`config.mk`:
```
export PLATFORM = sky130hd
export DESIGN_NAME = keyed_stage_wdt
export DESIGN_NICKNAME = d
export VERILOG_FILES = /design/src/rtl/keyed_stage_wdt.sv
export SDC_FILE = /design/constraint.sdc
export NUM_CORES = 1
export LEC_CHECK = 0
export BUFFER_PORTS_ARGS = -buffer_cell sky130_fd_sc_hd__buf_2
export CORE_MARGIN = 4
export CORE_UTILIZATION = 65
export CTS_CLUSTER_DIAMETER = 50
export CTS_CLUSTER_SIZE = 24
export DETAILED_ROUTE_END_ITERATION = 8
export GPL_ROUTABILITY_DRIVEN = 0
export PLACE_DENSITY = 0.82
export SKIP_CTS_REPAIR_TIMING = 1
export SLEW_MARGIN = 15
export SYNTH_ARGS = -nofsm -noshare
export SYNTH_HDL_FRONTEND = slang
export SYNTH_SLANG_ARGS = --single-unit
export TNS_END_PERCENT = 10
```
`constraint.sdc`:
```
create_clock -name clk -period 15.3 [get_ports clk]
set_input_delay 1.53 -clock clk [delete_from_list [all_inputs] [get_ports clk]]
set_output_delay 1.53 -clock clk [all_outputs]
set_load 0.05 [all_outputs]
```
`src/rtl/keyed_stage_wdt.sv`:
```
module keyed_stage_wdt #(
  parameter int          CLK_PERIOD_NS = 5,
  parameter int          CNT_W         = 32,
  parameter logic [31:0] UNLOCK_KEY    = 32'h50D83AA1
) (
  input  logic        clk,
  input  logic        rst_n,
  input  logic        wr_en,
  input  logic [2:0]  wr_addr,
  input  logic [31:0] wr_data,
  input  logic        sleep_in,
  input  logic [1:0]  delay_sel,
  output logic        irq,
  output logic        cpu_rst,
  output logic        sys_rst,
  output logic        aon_rst
);
  localparam logic [2:0] A_KEY  = 3'd0;
  localparam logic [2:0] A_CTRL = 3'd1;
  localparam logic [2:0] A_LIM0 = 3'd2;
  localparam logic [2:0] A_CMD  = 3'd6;
  localparam int EW = CNT_W + 4;
  localparam int PW = $clog2((3200 + CLK_PERIOD_NS - 1) / CLK_PERIOD_NS + 1);

  function automatic logic [PW-1:0] width_of(input logic [2:0] code);
    int ns, c;
    case (code)
      3'd0: ns = 100;  3'd1: ns = 200;  3'd2: ns = 300;  3'd3: ns = 400;
      3'd4: ns = 500;  3'd5: ns = 800;  3'd6: ns = 1600; default: ns = 3200;
    endcase
    c = (ns + CLK_PERIOD_NS - 1) / CLK_PERIOD_NS;
    if (c < 1) c = 1;
    return PW'(c);
  endfunction

  logic             unlocked;
  logic [20:0]      ctrl;
  logic [CNT_W-1:0] lim [4];
  logic [CNT_W-1:0] cnt;
  logic [1:0]       stage;
  logic             spent;
  logic             irq_st;
  logic [PW-1:0]    pcnt [3];
  logic [2:0]       act;
  logic [CNT_W-1:0] cur_lim;
  logic [EW-1:0]    eff_lim;

  wire cfg_wr  = wr_en && unlocked;
  wire feed    = cfg_wr && wr_addr == A_CMD && wr_data[0];
  wire clr     = cfg_wr && wr_addr == A_CMD && wr_data[1];
  wire en      = ctrl[0];
  wire pause   = ctrl[1];
  wire irq_en  = ctrl[2];
  wire active  = en && !spent && !(pause && sleep_in);

  assign cur_lim = (lim[stage] == '0) ? CNT_W'(1) : lim[stage];
  assign eff_lim = (stage == 2'd0) ? (EW'(cur_lim) << ({1'b0, delay_sel} + 3'd1))
                                   : EW'(cur_lim);
  wire expire = active && ((EW'(cnt) + EW'(1)) >= eff_lim);

  always_comb begin
    case (stage)
      2'd0:    act = ctrl[11:9];
      2'd1:    act = ctrl[14:12];
      2'd2:    act = ctrl[17:15];
      default: act = ctrl[20:18];
    endcase
  end

  wire       fire_irq = expire && act == 3'd1;
  wire [2:0] req      = {expire && act == 3'd4, expire && act == 3'd3, expire && act == 3'd2};

  always_ff @(posedge clk or negedge rst_n) begin
    if (!rst_n) unlocked <= 1'b0;
    else if (wr_en && wr_addr == A_KEY) unlocked <= (wr_data == UNLOCK_KEY);
  end

  always_ff @(posedge clk or negedge rst_n) begin
    if (!rst_n) begin
      ctrl <= '0;
      for (int i = 0; i < 4; i++) lim[i] <= '0;
    end else if (cfg_wr) begin
      if (wr_addr == A_CTRL) ctrl <= wr_data[20:0];
      for (int i = 0; i < 4; i++)
        if (wr_addr == A_LIM0 + 3'(i)) lim[i] <= wr_data[CNT_W-1:0];
    end
  end

  always_ff @(posedge clk or negedge rst_n) begin
    if (!rst_n) begin
      cnt <= '0; stage <= 2'd0; spent <= 1'b0;
    end else if (!en || feed) begin
      cnt <= '0; stage <= 2'd0; spent <= 1'b0;
    end else if (expire) begin
      cnt <= '0;
      if (stage == 2'd3) spent <= 1'b1;
      else stage <= stage + 2'd1;
    end else if (active) begin
      cnt <= cnt + CNT_W'(1);
    end
  end

  always_ff @(posedge clk or negedge rst_n) begin
    if (!rst_n) irq_st <= 1'b0;
    else if (fire_irq) irq_st <= 1'b1;
    else if (clr) irq_st <= 1'b0;
  end

  for (genvar j = 0; j < 3; j++) begin : g_pulse
    wire [2:0] code = (j == 0) ? ctrl[5:3] : ctrl[8:6];
    always_ff @(posedge clk or negedge rst_n) begin
      if (!rst_n) pcnt[j] <= '0;
      else if (pcnt[j] != '0) pcnt[j] <= pcnt[j] - PW'(1);
      else if (req[j]) pcnt[j] <= width_of(code);
    end
    assert_pulse_drop_R8: assert property (@(posedge clk) disable iff (!rst_n)
      (pcnt[j] != '0) |=> (pcnt[j] == $past(pcnt[j]) - PW'(1)));
  end

  assign irq     = irq_st && irq_en;
  assign cpu_rst = pcnt[0] != '0;
  assign sys_rst = pcnt[1] != '0;
  assign aon_rst = pcnt[2] != '0;

  assert_locked_ctrl_R1: assert property (@(posedge clk) disable iff (!rst_n)
    (wr_en && !unlocked && wr_addr == A_CTRL) |=> $stable(ctrl));
  assert_disabled_idle_R2: assert property (@(posedge clk) disable iff (!rst_n)
    !en |=> (cnt == '0 && stage == 2'd0));
  assert_stage_order_R3: assert property (@(posedge clk) disable iff (!rst_n)
    1'b1 |=> (stage == $past(stage) || stage == 2'd0 || stage == $past(stage) + 2'd1));
  assert_spent_hold_R3: assert property (@(posedge clk) disable iff (!rst_n)
    (spent && en && !feed) |=> (stage == 2'd3 && cnt == '0));
  assert_pause_freeze_R10: assert property (@(posedge clk) disable iff (!rst_n)
    (en && pause && sleep_in && !feed) |=> ($stable(cnt) && $stable(stage)));
endmodule

```
Word level (Yosys, flattened, before mapping) --
Cells that the tools add are included.
Word-level totals: bits in registers 216, bits of input ports 41, output and inout port bits 4, logic and storage cells 137
Operators by class: add/subtract/negate cells 13, divide/modulo/power cells 3, order comparisons 5, equality and inequality tests 27, shift-type cells 1, mux-type cells 34, bitwise gates (word level) 1, reduce and logical (&&, ||, !) cells 40
Operator list (count):
- $mux 32 | 12
- $pmux 12 s7 | 2
- $add 32x4->32 const B | 3
- $div 32x4->32 const B | 3
- $lt 32x2->1 const B | 3
- $sub 32x2->32 const B | 3
- $mux 10 | 9
- $bmux 32 s2 | 1
- $ge 33x36->1 | 1
- $mux 36 | 1
- $shl 32x3->36 | 1
- $add 32x1->33 const B | 1
- $add 32x1->32 const B | 1
- $eq 32x31->1 const B | 1
- $logic_not 32->1 | 1
- $eq 3x3->1 const B | 10
- $reduce_bool 10->1 | 3
- $sub 10x1->10 const B | 3
- $eq 3x2->1 const B | 8
- $logic_and 1x1->1 | 14
- $reduce_and 2->1 | 7
- $eq 3x1->1 const B | 4
- $reduce_bool 2->1 | 6
- $logic_not 3->1 | 3
- other kinds (14) | 23

Depth between registers and ports, before layout --
Gate-level depths: netlist (run 1).
depth after elaboration 20, mapped depth 42, depth with buffers taken out 37

Worst setup path after synthesis (run 1) --
Ideal clock, no wire load.
kind reg-to-reg, from register ctrl[6], to register pcnt[10] (netlist name), setup time 106 ps, data arrival time 8073 ps, data required time 15194 ps, path slack 7121 ps, cell stages (with the launch flop) 40, path buffers 7, clock period less this slack 8179 ps, cells stage by stage dfrtp_1 buf_2 buf_2 clkbuf_1 nor2_1 ha_1 clkbuf_1 nand2_1 a21oi_1 ha_1 clkbuf_1 a21bo_2 nand3_1 o211a_1 inv_2 ha_1 o22ai_1 o211a_1 (+4 left out) and3_1 buf_4 xnor2_1 inv_1 ha_1 o22ai_1 a32o_1 o311ai_0 nor3_2 buf_4 mux2i_1 inv_1 ha_1 a211oi_1 a211oi_1 nor2_1 a211oi_2 a221oi_1
On the way: cells in the longest elaborated chain, start to end 11, elaborated cells between the ends (all ways) 17, classes of those cells add/sub (2); div (1); order compare (1); eq/ne (6); mux (6); reduce/logical (1)
Ends and longest elaborated chain:
- start, declared | RTL line 37 | logic [20:0] ctrl;
- start signal, assigned | RTL line 83 | if (wr_addr == A_CTRL) ctrl <= wr_data[20:0];
- $eq 3x3->1 (tied with other cells) | RTL line 27 | case (code)
- $pmux 12 s7 (*) | RTL line 27
- $mux 32 (*) | RTL line 114 | else if (req[j]) pcnt[j] <= width_of(code);
- $mux 32 (*) | RTL line 113 | else if (pcnt[j] != '0) pcnt[j] <= pcnt[j] - PW'(1);
- $add 32x4->32 (*) | RTL line 31 | c = (ns + CLK_PERIOD_NS - 1) / CLK_PERIOD_NS;
- $sub 32x2->32 (*) | RTL line 31
- $div 32x4->32 (*) | RTL line 31
- $lt 32x2->1 | RTL line 32 | if (c < 1) c = 1;
- $mux 10 (*) | RTL line 32
- $mux 10 (*) | RTL line 114
- $mux 10 (*) | RTL line 113
- end signal, assigned by index | RTL line 114
- end, declared | RTL line 43 | logic [PW-1:0] pcnt [3];
Every way passes the cells marked *; elsewhere a longest branch is shown, timed or not. The select of a mux whose other input is x is not followed. A chain may end at the register's enable or synchronous reset.

Worst setup path in the final report (run 1) --
from register ctrl[7], to register pcnt[0] (netlist name)
The elaborated chain is that of the path after synthesis.

==> results of run 1 <==
[cell type report]
class | instances | area [µm²]
clock buffer | 20 | 437
timing repair buffer | 64 | 380
tap | 341 | 427
sequential | 216 | 5410
clock inverter | 8 | 108
multi-input combinational | 1618 | 11800
inverter | 57 | 214
fill | 2031 | 8220
antenna | 2 | 5.00
[layout by cell type (no fill, tap or decap), types with 20 or more instances in the layout]
master | Yosys | routed
mux2_2 | 176 | 176
nor3_1 | 42 | 42
nand2_1 | 182 | 182
nor2_1 | 215 | 210
o31ai_1 | 21 | 21
buf_4 | 6 | 20
xnor2_1 | 42 | 41
and2_1 | 23 | 23
xor2_1 | 22 | 22
ha_1 | 64 | 64
a31oi_1 | 26 | 26
dfrtp_1 | 216 | 215
mux4_2 | 32 | 32
inv_1 | 52 | 52
nand4_1 | 20 | 20
o21ai_0 | 92 | 92
o211ai_1 | 23 | 23
a21oi_1 | 112 | 112
or3_1 | 24 | 24
nor4_1 | 24 | 24
buf_2 | 15 | 43
nand2b_1 | 50 | 50
mux2i_1 | 44 | 44
nand3_1 | 49 | 49
[cell families after synthesis]
family,share of synthesized area [%]
AND/OR/NAND/NOR,20.2
buffers and inverters,3.94
flip-flops,30.3
multiplexers,17.6
AO/OA/AOI/OAI,20.1
adder cells (fa/ha/maj),4.55
XOR/XNOR,3.24
[stage by stage]
stage,total power [mW],setup WS [ps],instances,hold slack [ps],instance area [µm²]
after floorplan,0.936,7120,1999,441,17800
after global placement,1.03,6160,2296,458,18200
after detailed placement,1.04,5700,2296,482,18200
after CTS,1.49,5690,2324,503,18700
after global routing,1.56,4840,2326,521,18700
final,1.49,5430,2326,498,18700
[sequential cells by signal (all words and copies together) (netlist names)]
register	count
lim	128
cnt	32
pcnt	30
ctrl	21
stage	2
irq_st	1
spent	1
unlocked	1
[power groups by stage]
| stage | clock, mW | combinational, mW | sequential [mW] |
|---|---|---|---|
| after global routing | 0.480 | 0.433 | 0.649 |
| final | 0.452 | 0.392 | 0.644 |
| after floorplan | 0 | 0.304 | 0.632 |
| after global placement | 0 | 0.377 | 0.652 |
| after CTS | 0.456 | 0.392 | 0.642 |
| after detailed placement | 0 | 0.390 | 0.653 |
[routing by layer]
metal  share of wire [%]  up-vias  global-route usage, %
li1                    -     7402                      -
met1                  42     7772                   41.6
met2                  48      779                   49.2
met3                 7.4      144                   4.08
met4                 2.8        4                   8.78
met5               0.045        -                      0
[worst max-delay path by stage]
stage	endpoint	depth (start not counted)	slack (ps)
floorplan	pcnt[10]	39	7120
global placement	pcnt[20]	33	6160
detailed placement	pcnt[0]	34	5700
CTS	pcnt[10]	34	5690
global route	pcnt[0]	34	4840
finish	pcnt[0]	34	5430
[worst max-delay path, delay by kind of cell (launching register included)]
kind | cells | cell delay [ps]
multiplexers | 2 | 770
flip-flops | 1 | 660
AO/OA/AOI/OAI | 15 | 3830
adder cells (fa/ha/maj) | 5 | 1600
XOR/XNOR | 1 | 280
AND/OR/NAND/NOR | 7 | 2230
buffers and inverters | 4 | 360
==> run summary, run 1 <==
effective utilization at floorplan: 66.2%
DRT iter0 DRCs: 1922
initial antenna violation count: 4
sequential share of power: 43.3%
crit path from: ctrl[7]
top-area cell type share of the netlist area: 30.3%
share of cells above drive strength 1: 18.8%
port bufs: 44
Mapped Cells: 1999
Syn Area/Cell: 8.92 µm²
element type at the critical path end: register
Pre-antenna DRT Iters: 6
Tot GR Track Use: 29.9%
unrepaired setup endpoints after global routing: no
startpoint types: register
CP peak stage delay: 830 ps
die area: 0.0301 mm²
core area: 0.0270 mm²
Vias per Instance: 6.92
HP Start: irq_st
hpwl dp: 33900 µm
leading area contributor after synthesis: dfrtp_1
row count: 60
largest cells by area after synthesis: dfrtp_1, mux2_2, nor2_1, ha_1, mux4_2
Post-synth top cells: dfrtp_1, nor2_1, nand2_1, mux2_2, a21oi_1
Syn-to-layout area delta: 5.07%
Fin Setup TNS: 0 ps
Fmax achieved: 101 MHz
total congestion overflow: 0
Synth warnings: 0
worst rel slew slack: 24.7%
clk buf depth: 3
CTS Buf Count: 17
peak supply drop: 0.0833 mV
Final period util: 64.5%
largest net degree at the start of global routing: 106
distinct cell type count after synthesis: 115
HP Class: reg -> reg
Worst R2R Path Depth: 34
CTS HTree Levels: 1
die height: 174 µm
sw frac: 33.0%
Data required, critical path: 15710 ps
Post-synth top flop: dfrtp_1
fin util: 69.5%
Clock power frac: 30.4%
post-synthesis cell area: 0.0178 mm²
CTS sink count: 216
final hold viol count: 0
kind of critical path: reg -> reg
r2r setup slk: 5430 ps
Clk pin slew, worst setup/hold paths: 100 ps
TritonCTS clock tree: done
WL/cell: 20.1 µm
worst r2r dst: pcnt[0]
crit-path most repeated cell: ha_1
Critical Path AT: 10270 ps
Crit Reg-Reg Startpoint: ctrl[7]
Power Density: 79.4 mW/mm²
status: completed
slowest stage cell, crit path: nor3_2
Max Cap Viol: 0
nets: 2079
Async SR Flop Fraction: 100%
number of synthesized flops with an enable pin: 0
Pins Over Slew Limit: 0
final setup fails: 0
critical path fanouts, max: 24
Switch Pwr: 0.491 mW
first-pass GRT wire length: 76700 µm
total I/O pin count: 45
skew final: 29.7 ps
drt total wl: 46800 µm
insertion delay to the later sink of the worst-skew pair: 510 ps
via count: 16100
DRC viols: 0
P_leak: 8.48 nW
antenna viol nets, final: 0
crit path time final: 9870 ps
worst slew pin tran: 1130 ps
Synth Net Count: 2104
#FFs+latches synth: 216
Seq/Total Area, Yosys: 30.3%
vias in the first global route: 15300
Worst Hold Endpoint: irq_st
most frequent cell after synthesis: dfrtp_1
clk root buf: clkbuf_16
Comb power frac: 26.3%
WHS Path Cells: 2
Int Pwr: 0.996 mW
chip width: 174 µm
No activity file was read; power rests on OpenSTA's default activity.
==> run 2, diff against run 1 <==
==> constraint.sdc (replaced) <==
create_clock -name clk -period 9.21 [get_ports clk]
set_input_delay 0.921 -clock clk [delete_from_list [all_inputs] [get_ports clk]]
set_output_delay 0.921 -clock clk [all_outputs]
set_load 0.05 [all_outputs]
==> run summary, run 2 (synthesis results as in run 1) <==
FILL cells: 2000 (-1.5%)
Fmax achieved: 117 MHz (+15%)
final setup fails: 0 (unchanged)
Fin Hold WS: 504 ps (+6.91 ps)
largest net degree at the start of global routing: 141 (+33%)
WL/cell: 20.3 µm (+0.71%)
most frequent cells in the layout: dfrtp_1, nor2_1, nand2_1
Final period util: 92.8% (+28 points)
critical path fanouts, max: 19 (-21%)
final std cells w/o fill: 2338 (+0.52%)
Switch Pwr: 0.833 mW (+70%)
Pre-antenna DRT Iters: 8 (+2)
Max Cap Viol: 0 (unchanged)
unrepaired setup endpoints after global routing: no
nets: 2088 (+0.43%)
die height: 174 µm (unchanged)
clk root buf: clkbuf_16
row count: 60 (unchanged)
commonest non-fill, non-tap cell in the layout: dfrtp_1
CP peak stage delay: 590 ps (-240 ps)
initial antenna violation count: 2 (-2)
share of cells above drive strength 1: 19.6% (+0.84 points)
Pins Over Slew Limit: 0 (unchanged)
crit path time final: 8550 ps (-1310 ps)
drt total wl: 47400 µm (+1.2%)
final hold viol count: 0 (unchanged)
P_leak: 8.55 nW (+0.78%)
kind of critical path: reg -> reg
Fin Setup TNS: 0 ps (unchanged)
Syn-to-layout area delta: 5.83%
total I/O pin count: 45 (unchanged)
Comb power frac: 25.5% (-0.8 points)
Setup WS pre-CTS: 615 ps (-5080 ps)
setup slack after layout: 659 ps (-4780 ps)
Clk pin slew, worst setup/hold paths: 80 ps (-20 ps)
hpwl dp: 34100 µm (+0.85%)
largest register by flop count: lim
placed cells: 2303 (+0.30%)
element type at the critical path end: register
effective utilization at floorplan: 66.2% (unchanged)
Int Pwr: 1.69 mW (+69%)
peak supply drop: 0.167 mV (+100%)
slowest stage cell, crit path: dfrtp_1
Tot GR Track Use: 30.0% (+0.15 points)
CTS HTree Levels: 1 (unchanged)
status: completed
worst slew pin tran: 1160 ps (+30.1 ps)
Data required, critical path: 9620 ps (-6090 ps)
sw frac: 33.1% (+0.040 points)
core area: 0.0270 mm² (unchanged)
Power Density: 134 mW/mm² (+68%)
DRT iter0 DRCs: 1984 (+3.2%)
Vias per Instance: 6.98 (+0.82%)
first-pass GRT wire length: 77100 µm (+0.52%)
fin util: 70.0% (+0.50 points)
antenna viol nets, final: 0 (unchanged)
insertion delay to the later sink of the worst-skew pair: 530 ps (+20 ps)
chip width: 174 µm (unchanged)
total congestion overflow: 0 (unchanged)
Critical Path AT: 8960 ps (-1310 ps)
via count: 16300 (+1.3%)
port bufs: 44 (unchanged)
sequential share of power: 43.0% (-0.3 points)
startpoint types: register
die area: 0.0301 mm² (unchanged)
Clock power frac: 31.5% (+1.1 points)
Largest regs: lim x128, cnt x32, pcnt x30
CTS sink count: 216 (unchanged)
worst rel slew slack: 22.9% (-1.8 points)
CTS Buf Count: 19 (+2)
HP Class: reg -> reg
Largest register FFs: 128 (unchanged)
DRC viols: 0 (unchanged)
TritonCTS clock tree: done
vias in the first global route: 15400 (+0.82%)
skew final: 31.1 ps (+1.39 ps)
clk buf depth: 3 (unchanged)
## run 2: critical path: cells and delay by family, from the launching register on
family          cells  cell delay [ps]
compound gates     13             3190
simple gates        8             2490
fa+ha+maj           4             1080
flops               1              590
buf+inv             4              580
mux                 1              290
xor+xnor            1              190
## run 2: layout make-up
class	count	area [µm²]	share of cell area, %
diodes	2	5.00	0.0265
clock buffers	23	520	2.76
flip-flops and latches	216	5410	28.7
inverters	57	214	1.13
clock inverters	10	86.3	0.458
multi-input cells	1618	11800	62.4
well taps	341	427	2.26
repair buffers	71	433	2.29
## run 2: path summary, 6_finish.rpt
check	slack, ps	depth (start not counted)	to	startpoint
setup / recovery	660	31	pcnt[10]	ctrl[6]
hold / removal	500	1	lim[54]	lim[54]
setup reg to reg	660	31	pcnt[10]	ctrl[6]
hold reg to reg	500	1	lim[54]	lim[54]
max in group asynchronous	7080	2	stage[0]	rst_n
min in group asynchronous	540	1	lim[86]	rst_n
## run 2: layer usage
layer	part of all wire (%)	vias up	GRT usage, %
li1	-	7417	-
met1	42	7884	41.4
met4	3.5	2	10.3
met5	0.015	-	0
met2	47	847	49.0
met3	7.6	166	4.41
## run 2: per-stage QoR
stage / power (mW) / area [µm²]
finish: 2.52 / 18900
global route: 2.65 / 18900
CTS: 2.52 / 18800
detailed placement: 1.73 / 18200
global placement: 1.71 / 18200
floorplan: 1.56 / 17800
## run 2: power groups by stage
stage	sequential, mW	clock (mW)	combinational [mW]
2_1_floorplan	1.05	0	0.506
3_3_place_gp	1.10	0	0.610
3_5_place_dp	1.10	0	0.633
4_1_cts	1.08	0.800	0.637
5_1_grt	1.09	0.843	0.711
6_report	1.08	0.794	0.642
